## src/rtl/uart3x_pkg.sv

```systemverilog
package uart3x_pkg;
    typedef enum logic [1:0] {
        ST_IDLE   = 2'd0,
        ST_HALF_A = 2'd1,
        ST_HALF_B = 2'd2
    } rx_state_t;
endpackage

```

## src/rtl/uart3x_sync.sv

```systemverilog
module uart3x_sync #(
    parameter int STAGES = 2
) (
    input  logic clk,
    input  logic rst_n,
    input  logic din,
    output logic dout
);
    logic [STAGES-1:0] chain_q;

    always_ff @(posedge clk or negedge rst_n) begin
        if (!rst_n) chain_q <= '1;
        else        chain_q <= {chain_q[STAGES-2:0], din};
    end

    assign dout = chain_q[STAGES-1];
endmodule

```

## src/rtl/uart3x_fsm.sv

```systemverilog
module uart3x_fsm
    import uart3x_pkg::*;
#(
    parameter int FRAME_LEN = 30,
    parameter int HALF_LEN  = 15,
    localparam int IDX_W    = $clog2(FRAME_LEN)
) (
    input  logic             clk,
    input  logic             rst_n,
    input  logic             tick,
    input  logic             line,
    output rx_state_t        state,
    output logic [IDX_W-1:0] sample_idx,
    output logic             cap_en,
    output logic             frame_done
);
    localparam logic [IDX_W-1:0] LAST_A = IDX_W'(HALF_LEN - 1);
    localparam logic [IDX_W-1:0] LAST_B = IDX_W'(FRAME_LEN - 1);

    rx_state_t        st_q, st_nx;
    logic [IDX_W-1:0] idx_q, idx_nx;

    // State register
    always_ff @(posedge clk or negedge rst_n) begin
        if (!rst_n) begin
            st_q  <= ST_IDLE;
            idx_q <= '0;
        end else begin
            st_q  <= st_nx;
            idx_q <= idx_nx;
        end
    end

    // Next-state logic
    always_comb begin
        st_nx  = st_q;
        idx_nx = idx_q;
        unique case (st_q)
            ST_IDLE: begin
                if (tick && !line) begin          // START
                    st_nx  = ST_HALF_A;
                    idx_nx = IDX_W'(1);
                end
            end
            ST_HALF_A: begin
                if (tick) begin
                    idx_nx = idx_q + 1'b1;
                    if (idx_q == LAST_A) st_nx = ST_HALF_B;   // SPLIT
                end
            end
            ST_HALF_B: begin
                if (tick) begin
                    if (idx_q == LAST_B) begin    // FINISH
                        st_nx  = ST_IDLE;
                        idx_nx = '0;
                    end else begin
                        idx_nx = idx_q + 1'b1;
                    end
                end
            end
            default: begin
                st_nx  = ST_IDLE;
                idx_nx = '0;
            end
        endcase
    end

    // Outputs
    always_comb begin
        cap_en     = tick && ((st_q != ST_IDLE) || !line);
        frame_done = tick && (st_q == ST_HALF_B) && (idx_q == LAST_B);
    end

    assign state      = st_q;
    assign sample_idx = idx_q;
endmodule

```

## src/rtl/uart3x_extract.sv

```systemverilog
module uart3x_extract #(
    parameter int DATA_BITS = 8,
    parameter int OVS       = 3,
    parameter int IDX_W     = 5
) (
    input  logic                 clk,
    input  logic                 rst_n,
    input  logic                 cap_en,
    input  logic [IDX_W-1:0]     sample_idx,
    input  logic                 line,
    output logic [DATA_BITS-1:0] data
);
    // Data bit k comes from the centre sample of triple k+1 (triple 0 is start)
    for (genvar k = 0; k < DATA_BITS; k++) begin : g_bit
        localparam logic [IDX_W-1:0] MID = IDX_W'(OVS * (k + 1) + OVS / 2);
        always_ff @(posedge clk or negedge rst_n) begin
            if (!rst_n)                             data[k] <= 1'b0;
            else if (cap_en && sample_idx == MID)   data[k] <= line;
        end
    end
endmodule

```

## src/rtl/uart3x_holdbuf.sv

```systemverilog
module uart3x_holdbuf #(
    parameter int DATA_BITS = 8
) (
    input  logic                 clk,
    input  logic                 rst_n,
    input  logic                 frame_done,
    input  logic [DATA_BITS-1:0] data_in,
    input  logic                 rd,
    output logic [DATA_BITS-1:0] data_out,
    output logic                 full
);
    always_ff @(posedge clk or negedge rst_n) begin
        if (!rst_n) begin
            data_out <= '0;
            full     <= 1'b0;
        end else if (frame_done && !full) begin
            data_out <= data_in;
            full     <= 1'b1;
        end else if (rd) begin
            full     <= 1'b0;
        end
    end
endmodule

```

## src/rtl/uart3x_rx.sv

```systemverilog
module uart3x_rx
    import uart3x_pkg::*;
#(
    parameter int DATA_BITS = 8,
    parameter int OVS       = 3,
    parameter int SYNC_LEN  = 2,
    localparam int FRAME_LEN = OVS * (DATA_BITS + 2),
    localparam int HALF_LEN  = FRAME_LEN / 2,
    localparam int IDX_W     = $clog2(FRAME_LEN)
) (
    input  logic                 clk,
    input  logic                 rst_n,
    input  logic                 rx_line,
    input  logic                 os_tick,
    input  logic                 rd_strobe,
    output logic [DATA_BITS-1:0] rx_byte,
    output logic                 byte_full
);
    logic                 rx_s;
    rx_state_t            fsm_state;
    logic [IDX_W-1:0]     sample_idx;
    logic                 cap_en;
    logic                 frame_done;
    logic [DATA_BITS-1:0] frame_data;

    uart3x_sync #(.STAGES(SYNC_LEN)) u_sync (
        .clk(clk), .rst_n(rst_n), .din(rx_line), .dout(rx_s)
    );

    uart3x_fsm #(.FRAME_LEN(FRAME_LEN), .HALF_LEN(HALF_LEN)) u_fsm (
        .clk(clk), .rst_n(rst_n), .tick(os_tick), .line(rx_s),
        .state(fsm_state), .sample_idx(sample_idx),
        .cap_en(cap_en), .frame_done(frame_done)
    );

    uart3x_extract #(.DATA_BITS(DATA_BITS), .OVS(OVS), .IDX_W(IDX_W)) u_extract (
        .clk(clk), .rst_n(rst_n), .cap_en(cap_en), .sample_idx(sample_idx),
        .line(rx_s), .data(frame_data)
    );

    uart3x_holdbuf #(.DATA_BITS(DATA_BITS)) u_buf (
        .clk(clk), .rst_n(rst_n), .frame_done(frame_done), .data_in(frame_data),
        .rd(rd_strobe), .data_out(rx_byte), .full(byte_full)
    );
endmodule

```

## config.mk

```make
export PLATFORM = sky130hd
export DESIGN_NAME = uart3x_rx
export DESIGN_NICKNAME = d
export VERILOG_FILES = /design/src/rtl/uart3x_pkg.sv /design/src/rtl/uart3x_sync.sv /design/src/rtl/uart3x_fsm.sv /design/src/rtl/uart3x_extract.sv /design/src/rtl/uart3x_holdbuf.sv /design/src/rtl/uart3x_rx.sv
export SDC_FILE = /design/constraint.sdc
export NUM_CORES = 1
export LEC_CHECK = 0
export ABC_CLOCK_PERIOD_IN_PS = 2400
export BUFFER_PORTS_ARGS = -buffer_cell sky130_fd_sc_hd__buf_2
export CAP_MARGIN = 20
export CELL_PAD_IN_SITES_DETAIL_PLACEMENT = 2
export CELL_PAD_IN_SITES_GLOBAL_PLACEMENT = 2
export CORE_ASPECT_RATIO = 1.4
export CORE_MARGIN = 3
export CORE_UTILIZATION = 38
export DETAILED_ROUTE_END_ITERATION = 7
export PLACE_DENSITY = 0.81
export SLEW_MARGIN = 20
export SYNTH_ARGS = -nofsm -noshare
export SYNTH_HDL_FRONTEND = slang
export SYNTH_HIERARCHICAL = 1
export SYNTH_SLANG_ARGS = --single-unit
```

## constraint.sdc

```tcl
create_clock -name clk -period 2.4 [get_ports clk]
set_input_delay 0.12 -clock clk [delete_from_list [all_inputs] [get_ports clk]]
set_output_delay 0.12 -clock clk [all_outputs]
set_load 0.03 [all_outputs]
```

==> results.yml, run 1 <==
timing:
  whs_ps: 31.41
  fin_crit_sh: 0.9040
  hold_viol_final: 0
  fmax_mhz: 460.9
  slew-limit-headroom: 0.6101
  setup_viol: 0
  max_slew.worst_pin.slew_ps: 584.9
  period_needed_ps: 2170
  grt_setup_unrepaired: "false"
  finalClockSkew_ps: 0.9763
  final_max_slew_viol_count: 0
  fin_ws_ps: 230.5
  tns_ps: 0
floorplanning:
  ios: 14
  fp.dieH_microns: 75.27
  die_area_sq_um: 4176
  rows: 24
  initial_core_util: 0.4054
  die_w_microns: 55.48
  core_sq_um: 3213
setup_path:
  cp-end-kind: "register"
  worst_ep_arrival_time_ps: 2320
  start_kind: "register"
  path_max_fanout: 9
  crit_type: "register to register"
  critPathRequiredTime_ps: 2550
synth:
  syn_avg_cell_area_sq_um: 12.17
  yosys.area_share.simple: 0.1710
  syn-instance-count: 107
  syn_area_sq_um: 1302
  synth_nets: 115
  synth_top_family_by_area: "simple AND/OR/NAND/NOR gates"
  ys_warn_count: 6
  synth-main-ff-cell: "dfrtp_1"
  synth-compound-area-share: 0.09318
  synthMuxAreaShare: 0.1614
  synth_async_sr_flop_share: 1.000
  synth-xor-area-share: 0
  yosysSeqAreaShare: 0.5014
  ys_ff_latch: 26
  synth-adder-area-share: 0.02882
  synth_cell_type_count: 38
  synth_edf_count: 0
detailed_routing:
  drtIter0Drc: 30
  wirelength_mm: 3.047
  drt_pass1_iterations: 2
  met2_wirelength_mm: 1.738
  wl_per_cell_microns: 18.36
  ant_nets: 0
  route.detailed.drc: 0
  met1_length_mm: 1.241
  via_per_inst: 5.343
  vias: 887
  wl_met3_microns: 52
  maxUsedRoutingLayer: "met4"
power:
  p_leak_nw: 0.7137
  powerDensity_nw_per_um2: 814.2
  ir_drop_mv: 0.4469
grt:
  overflow: 0
  grt_max_degree: 27
  antenna_found_initial: 0
  first_global_vias: 1087
  grtUsageTotal: 0.1654
  grt_pass1_wl_mm: 5.416
placed_design:
  gp_congestion: 0.7856
  dp.cells: 160
  preCtsSetupSlack_ps: 304.0
  place_area_sq_um: 1416
  place_hpwl_mm: 2.201
  portBuffers: 13
clock_network:
  cts_root_buffer: "clkbuf_8"
  clock_sinks: 26
  cts_buffers: 3
  cts_tree: "done"
  clock_path_buffers: 2
  htree_levels: 1
  postCtsSetupBuffers: 0
  clock_latency_ps: 260
  clkTransAtPathRegs_ps: 90
outcome:
  outcome: "finished, final reports clean"
layout:
  area_growth_pct: 14.51
  finalNonFillerCells: 166
  drive_gt1_frac: 0.3622
  antenna_cells: 0
  design_area_sq_um: 1491
  final_nets: 136
worst_hold_path:
  hold_class: "input port to register"
job:
  cap_violations: 0
[metal layers]
metal / up-vias / GRT usage
li1: 420 / -
met1: 457 / 0.1807
met2: 8 / 0.3316
met3: 2 / 0.02230
met4: 0 / 0.04865
met5: - / 0
[worst max-delay path, cell delays in order, from the launching register on]
cell and delay (ps):
dfrtp_1 490, nor2_2 90, a21boi_0 430, clkinvlp_2 190
or4_1 530, mux2_1 320
[cell usage in the layout (no fill, tap or decap), types with 2 or more instances in the layout]
| cell | Yosys | layout |
|---|---|---|
| mux2_4 | 8 | 8 |
| o22ai_1 | 3 | 3 |
| a21oi_1 | 5 | 5 |
| nor2_1 | 3 | 3 |
| mux2_2 | 7 | 7 |
| inv_1 | 4 | 4 |
| o21ai_1 | 2 | 2 |
| buf_4 | 2 | 5 |
| nor4b_1 | 2 | 2 |
| dfrtp_1 | 24 | 24 |
| a21o_1 | 2 | 2 |
| ha_1 | 3 | 3 |
| buf_2 | 0 | 13 |
| and4bb_2 | 2 | 2 |
| dfstp_2 | 2 | 2 |
| nor4_1 | 2 | 2 |
| nand3_1 | 3 | 3 |
| nor2b_1 | 2 | 2 |
| nand2b_1 | 4 | 4 |
| dlygate4sd3_1 | 0 | 2 |
| clkbuf_8 | 0 | 4 |
| nand2_1 | 7 | 7 |
[per-stage QoR]
stage                       util  total power, mW
final                     0.4642            1.214
after global routing      0.4642            1.310
after CTS                 0.4642            1.236
after detailed placement  0.4408           0.9414
after global placement    0.4408           0.8973
after floorplan                -           0.7942
[kinds of logic after synthesis]
logic type      Yosys count
simple gates             34
flops                    26
compound gates           19
mux                      16
buf+inv                   9
fa+ha+maj                 3
[flip-flops by register name, indices dropped and copies added, names as in the netlist]
signal / flops
u_buf/data_out: 8
u_extract/data: 8
u_fsm/sample_idx: 5
u_fsm/state: 2
u_sync/chain_q: 2
u_buf/full: 1
[power breakdown]
| part | internal, mW | total [mW] | leakage (nW) | switching, mW |
|---|---|---|---|---|
| Sequential | 0.516 | 0.567 | 0.342 | 0.0510 |
| Clock | 0.146 | 0.276 | 0.0288 | 0.130 |
| Combinational | 0.160 | 0.371 | 0.343 | 0.211 |
[worst paths after layout]
kind                            cells after the start                 to               from  slack (ps)
max in group asynchronous                           2  u_extract/data[7]              rst_n        1630
worst min-delay path                                2         u_buf/full          rd_strobe          30
worst max register to register                      5  u_extract/data[1]     u_fsm/state[0]         230
worst min register to register                      0  u_sync/chain_q[1]  u_sync/chain_q[0]         360
worst max-delay path                                5  u_extract/data[1]     u_fsm/state[0]         230
min in group asynchronous                           2  u_buf/data_out[1]              rst_n         390
[Yosys cell counts (all sizes together) (2+ instances only)]
| master | n | share of area |
|---|---|---|
| a21o | 2 | 0.012 |
| a21oi | 5 | 0.019 |
| and4bb | 2 | 0.019 |
| buf | 4 | 0.029 |
| dfrtp | 24 | 0.46 |
| dfstp | 2 | 0.040 |
| ha | 3 | 0.029 |
| inv | 4 | 0.012 |
| mux2 | 16 | 0.16 |
| nand2 | 7 | 0.020 |
| nand2b | 5 | 0.030 |
| nand3 | 3 | 0.012 |
| nor2 | 4 | 0.013 |
| nor2b | 3 | 0.016 |
| nor4 | 2 | 0.0096 |
| nor4b | 2 | 0.013 |
| o21ai | 4 | 0.018 |
| o22ai | 3 | 0.014 |
[layout make-up]
class                      count  area [sq um]
fill                         319          1722
sequential                    26         653.1
multi-input combinational     72         591.8
inverter                       5         20.02
timing repair buffer          20         122.6
tap                           39         48.80
clock buffer                   4         55.05
[timing repair]
item	in CTS	in global routing
endpoints found under the hold margin	25	0
gates resized for setup	0	0
hold buffers	2	0
Note: power is estimated with default switching activity, not from simulation.
==> inputs of run 2 (changes only) <==
--- a/config.mk
+++ b/config.mk
@@ -15,6 +15,7 @@
 export CORE_UTILIZATION = 38
 export DETAILED_ROUTE_END_ITERATION = 7
 export PLACE_DENSITY = 0.81
+export REMOVE_ABC_BUFFERS = 1
 export SLEW_MARGIN = 20
 export SYNTH_ARGS = -nofsm -noshare
 export SYNTH_HDL_FRONTEND = slang
==> run 2 against run 1 <==
Sequential cell count is the same. Critical endpoint is now u_extract/data[6]. Worst hold slack lost 12 ps. Clock skew grew 7.4 ps. Count of clock-buffer cells in the layout is the same. Sequential share of layout area grew 0.52 points. Final cell count shrank 0.60%. Routed wire length shrank 2.1%. Clock power shrank 12%. Final area shrank 1.2%. Via count grew 1.1%.
==> results.yml, run 2 (synthesized netlist as in run 1, its figures left out) <==
outcome:
  outcome: "finished, final reports clean"
setup_path:
  cp-end-kind: "register"
  reg2reg_slack_ps: 390
  rr_endpoint: "u_extract/data[6]"
  path_max_fanout: 9
  path_buf_inv: 1
  reg2reg_from: "u_fsm/state[1]"
  worst_ep_arrival_time_ps: 2150
  cp_top_family: "simple AND/OR/NAND/NOR gates"
  startpoint: "u_fsm/state[1]"
  critPathRequiredTime_ps: 2540
  crit_type: "register to register"
  cp_cell_sequence: "nor2_2 -> a21boi_0 -> buf_4 -> nand2_1 -> nor4b_1 -> mux2_2"
  cpPeakStageDelay_ps: 510
  cp_slowest_cell: "dfrtp_1"
  reg2reg_depth: 6
  start_kind: "register"
power:
  p_leak_nw: 0.7023
  seqPwrFrac: 0.528
  clockPowerShare: 0.213
  power.internal_mw: 0.7742
  ir_drop_mv: 0.4327
  power.net_switching_mw: 0.3649
  comb_power_share: 0.259
  switching_share: 0.3203
  powerDensity_nw_per_um2: 772.9
floorplanning:
  initial_core_util: 0.4054
  rows: 24
  ios: 14
  die_w_microns: 55.48
  core_sq_um: 3213
  fp.dieH_microns: 75.27
  die_area_sq_um: 4176
layout:
  drive_gt1_frac: 0.3492
  antenna_cells: 0
  area_growth_pct: 13.16
  design_area_sq_um: 1474
  final_nets: 135
  postLayoutCoreUtil: 0.4587
  mostFrequentLayoutCell: "dfrtp_1"
  final_cell_mix: "dfrtp_1, buf_2, mux2_4"
detailed_routing:
  ant_nets: 0
  vias: 897
  drtIter0Drc: 24
  wirelength_mm: 2.984
  route.detailed.drc: 0
  wl_per_cell_microns: 18.08
  via_per_inst: 5.436
  drt_pass1_iterations: 4
placed_design:
  gp_congestion: 0.8137
  place_area_sq_um: 1409
  place_hpwl_mm: 2.240
  portBuffers: 13
grt:
  grt_max_degree: 27
  overflow: 0
  first_global_vias: 994
  grtUsageTotal: 0.1694
  grt_pass1_wl_mm: 5.451
  antenna_found_initial: 0
job:
  cap_violations: 0
worst_hold_path:
  min-delay-start: "rd_strobe"
  hold_end: "u_buf/full"
  hold_depth: 2
  hold_class: "input port to register"
timing:
  tns_ps: 0
  hold_viol_final: 0
  max_slew.worst_pin.slew_ps: 577.2
  finalClockSkew_ps: 8.378
  setup_viol: 0
  final_max_slew_viol_count: 0
  slew-limit-headroom: 0.6152
  period_needed_ps: 2006
  grt_setup_unrepaired: "false"
  fin_crit_sh: 0.8358
  fmax_mhz: 498.5
  whs_ps: 19.61
clock_network:
  cts_buffers: 3
  cts_tree: "done"
  clock_sinks: 26
  clkTransAtPathRegs_ps: 90
  clock_path_buffers: 2
  htree_levels: 1
  cts_root_buffer: "clkbuf_8"
  clock_latency_ps: 260
run 2: worst register-to-register path: stages (launching register included):
cell      delay, ps
dfrtp_1         510
nor2_2           80
a21boi_0        170
buf_4           160
nand2_1         120
nor4b_1         440
mux2_2          400
run 2: layout make-up:
type | instances | area (sq um)
sequential | 26 | 653.1
inverter | 5 | 20.02
multi-input combinational | 72 | 591.8
timing repair buffer | 19 | 115.1
fill | 322 | 1739
tap | 39 | 48.80
clock buffer | 4 | 45.04
run 2: how the worst max path moves through the flow:
stage	cells past startpoint	endpoint	slack, ps
final	6	u_extract/data[6]	390
after detailed placement	6	u_extract/data[6]	450
after floorplan	5	u_buf/data_out[0]	450
after CTS	6	u_extract/data[6]	420
after global routing	6	u_extract/data[6]	230
after global placement	6	u_extract/data[1]	520
run 2: power by group through the flow:
stage	clock network, mW	registers (mW)	logic [mW]
3_5_place_dp	0	0.611	0.293
3_3_place_gp	0	0.601	0.273
4_1_cts	0.262	0.603	0.299
5_1_grt	0.289	0.626	0.335
6_report	0.243	0.602	0.295
2_1_floorplan	0	0.604	0.183
run 2: per-stage QoR:
stage / instances / power [mW] / setup WS [ps]
final: 165 / 1.139 / 394.1
after detailed placement: 159 / 0.9048 / 454.0
after floorplan: 103 / 0.7863 / 448.8
after global placement: 159 / 0.8738 / 516.4
after global routing: 165 / 1.250 / 234.7
after CTS: 165 / 1.164 / 423.5
run 2: repair_timing:
| action | CTS | global route |
|---|---|---|
| hold buffers | 2 | 0 |
| endpoints found under the hold margin | 25 | 0 |
| buffers inserted | 0 | 0 |
| resized for setup | 0 | 0 |
run 2: per-layer routing:
layer | track usage | wire length (microns) | vias up
li1 | - | - | 421
met1 | 0.2148 | 1276 | 465
met2 | 0.2987 | 1627 | 9
met3 | 0.02401 | 58 | 2
met4 | 0.05676 | 21 | 0
met5 | 0 | 0 | -
==> inputs of run 3 (changes only) <==
--- a/config.mk
+++ b/config.mk
@@ -5,16 +5,16 @@
 export SDC_FILE = /design/constraint.sdc
 export NUM_CORES = 1
 export LEC_CHECK = 0
-export ABC_CLOCK_PERIOD_IN_PS = 2400
+export ABC_CLOCK_PERIOD_IN_PS = 1720
 export BUFFER_PORTS_ARGS = -buffer_cell sky130_fd_sc_hd__buf_2
 export CAP_MARGIN = 20
 export CELL_PAD_IN_SITES_DETAIL_PLACEMENT = 2
 export CELL_PAD_IN_SITES_GLOBAL_PLACEMENT = 2
 export CORE_ASPECT_RATIO = 1.4
 export CORE_MARGIN = 3
-export CORE_UTILIZATION = 38
+export CORE_UTILIZATION = 35
 export DETAILED_ROUTE_END_ITERATION = 7
-export PLACE_DENSITY = 0.81
+export PLACE_DENSITY = 0.79
 export REMOVE_ABC_BUFFERS = 1
 export SLEW_MARGIN = 20
 export SYNTH_ARGS = -nofsm -noshare
==> constraint.sdc (replaced) <==
create_clock -name clk -period 1.72 [get_ports clk]
set_input_delay 0.086 -clock clk [delete_from_list [all_inputs] [get_ports clk]]
set_output_delay 0.086 -clock clk [all_outputs]
set_load 0.03 [all_outputs]
==> run 3 against run 2 <==
The run now ends with negative setup slack left. Non-clock buffer count up 16. Count of clock-buffer cells in the layout down 1. Clock power is 110% higher. Critical path type unchanged. Critical endpoint is now u_buf/data_out[5]. Largest cell class is now multi-input combinational cells.
==> results.yml, run 3 (synthesized netlist as in run 1, its figures left out) <==
setup_path:
  cpPeakStageDelay_ps: 400
  critPathRequiredTime_ps: 1880
  start_kind: "register"
  reg2reg_depth: 7
  cp-end-kind: "register"
  reg2reg_from: "u_fsm/sample_idx[1]"
  worst_ep_arrival_time_ps: 1980
  path_max_fanout: 8
  cp_cell_sequence: "inv_1 -> ha_1 -> and4_4 -> and4b_1 -> nor2b_4 -> buf_12 -> mux2_4"
  cp_slowest_cell: "dfrtp_1"
  rr_endpoint: "u_buf/data_out[5]"
  reg2reg_slack_ps: -100
  crit_type: "register to register"
grt:
  antenna_found_initial: 0
  grtUsageTotal: 0.1743
  first_global_vias: 1111
  grt_pass1_wl_mm: 5.878
  grt_max_degree: 27
  overflow: 0
floorplanning:
  fp.dieH_microns: 78.18
  core_sq_um: 3472
  ios: 14
  initial_core_util: 0.3751
  rows: 25
  die_w_microns: 57.56
  die_area_sq_um: 4500
power:
  ir_drop_mv: 0.5773
  p_leak_nw: 0.8249
  powerDensity_nw_per_um2: 1161
job:
  cap_violations: 0
layout:
  antenna_cells: 0
  final_cell_mix: "dfrtp_1, buf_4, buf_2"
  area_growth_pct: 32.28
  mostFrequentLayoutCell: "dfrtp_1"
  drive_gt1_frac: 0.5000
  final_nets: 151
detailed_routing:
  ant_nets: 0
  drt_pass1_iterations: 4
  wl_per_cell_microns: 20.99
  vias: 978
  drtIter0Drc: 18
  route.detailed.drc: 0
  via_per_inst: 5.374
  wirelength_mm: 3.821
timing:
  slew-limit-headroom: 0.6133
  fmax_mhz: 550.4
  final_max_slew_viol_count: 0
  tns_ps: -724.6
  fin_crit_sh: 1.056
  finalClockSkew_ps: 2.133
  whs_ps: 263.7
  setup_viol: 9
  max_slew.worst_pin.slew_ps: 580.0
  fin_ws_ps: -96.85
  grt_setup_unrepaired: "true"
  period_needed_ps: 1817
  hold_viol_final: 0
clock_network:
  cts_buffers: 3
  clock_sinks: 26
  htree_levels: 1
  clock_latency_ps: 270
  clkTransAtPathRegs_ps: 90
  clock_path_buffers: 2
  cts_root_buffer: "clkbuf_8"
  cts_tree: "done"
worst_hold_path:
  min-delay-start: "os_tick"
  hold_depth: 4
  hold_class: "input port to register"
  hold_end: "u_fsm/sample_idx[0]"
outcome:
  failed_checks: "negative setup slack"
  outcome: "finished, violations left"
placed_design:
  gp_congestion: 0.7801
  place_hpwl_mm: 2.410
  portBuffers: 13
==> run 3: cell type report <==
class                   instances  area, sq um
clock buffers                   3        41.29
clock inverters                 1        30.03
fillers                       353         1749
inverters                       5        22.52
multi-input cells              72        675.6
flip-flops and latches         26        653.1
well taps                      40        50.05
repair buffers                 35        250.2
==> run 3: where the power goes <==
part | internal, mW | switching, mW
Combinational | 0.313 | 0.381
Sequential | 0.720 | 0.0831
Clock | 0.311 | 0.191
==> run 3: worst max-delay path by stage <==
| stage | startpoint | end | slack, ps |
|---|---|---|---|
| final | u_fsm/sample_idx[1] | u_buf/data_out[5] | -100 |
| after global routing | u_fsm/sample_idx[1] | u_buf/data_out[5] | -150 |
| after CTS | u_fsm/sample_idx[1] | u_buf/data_out[3] | -20 |
| after detailed placement | u_fsm/state[0] | u_extract/data[1] | -90 |
| after global placement | u_fsm/state[0] | u_extract/data[1] | -2 |
| after floorplan | u_fsm/sample_idx[0] | u_buf/data_out[0] | -230 |
==> run 3: repair_timing <==
item	CTS	global route
gates resized for setup	5	13
pin swaps	2	3
setup endpoints to repair	13	15
hold buffers	3	0
cloned	0	0
buffers inserted	4	3
endpoints found under the hold margin	26	0
==> run 3: routing by layer <==
metal	share of wire	vias up	wire [microns]	track usage
met5	0	-	0	0
met2	0.54	14	2051	0.3100
li1	-	453	-	-
met4	0.021	0	80	0.08585
met1	0.42	505	1621	0.1979
met3	0.018	6	67	0.02467
==> run 3: worst max-delay path: cells and delay by family, from the launching register on <==
family	cells	cell delay, ps
adder cells (fa/ha/maj)	1	140
buffers and inverters	2	220
flip-flops	1	400
multiplexers	1	310
AND/OR/NAND/NOR	3	650
==> run 3: through the flow <==
stage | instances | utilization | power, mW | setup slack (ps) | area (sq um)
final | 182 | 0.4962 | 2.000 | -96.85 | 1723
after global routing | 182 | 0.4962 | 2.118 | -154.5 | 1723
after CTS | 179 | 0.4692 | 1.900 | -18.41 | 1629
after detailed placement | 168 | 0.4270 | 1.334 | -92.02 | 1483
after global placement | 168 | 0.4270 | 1.276 | -1.729 | 1483
after floorplan | 103 | - | 1.097 | -231.2 | 1265
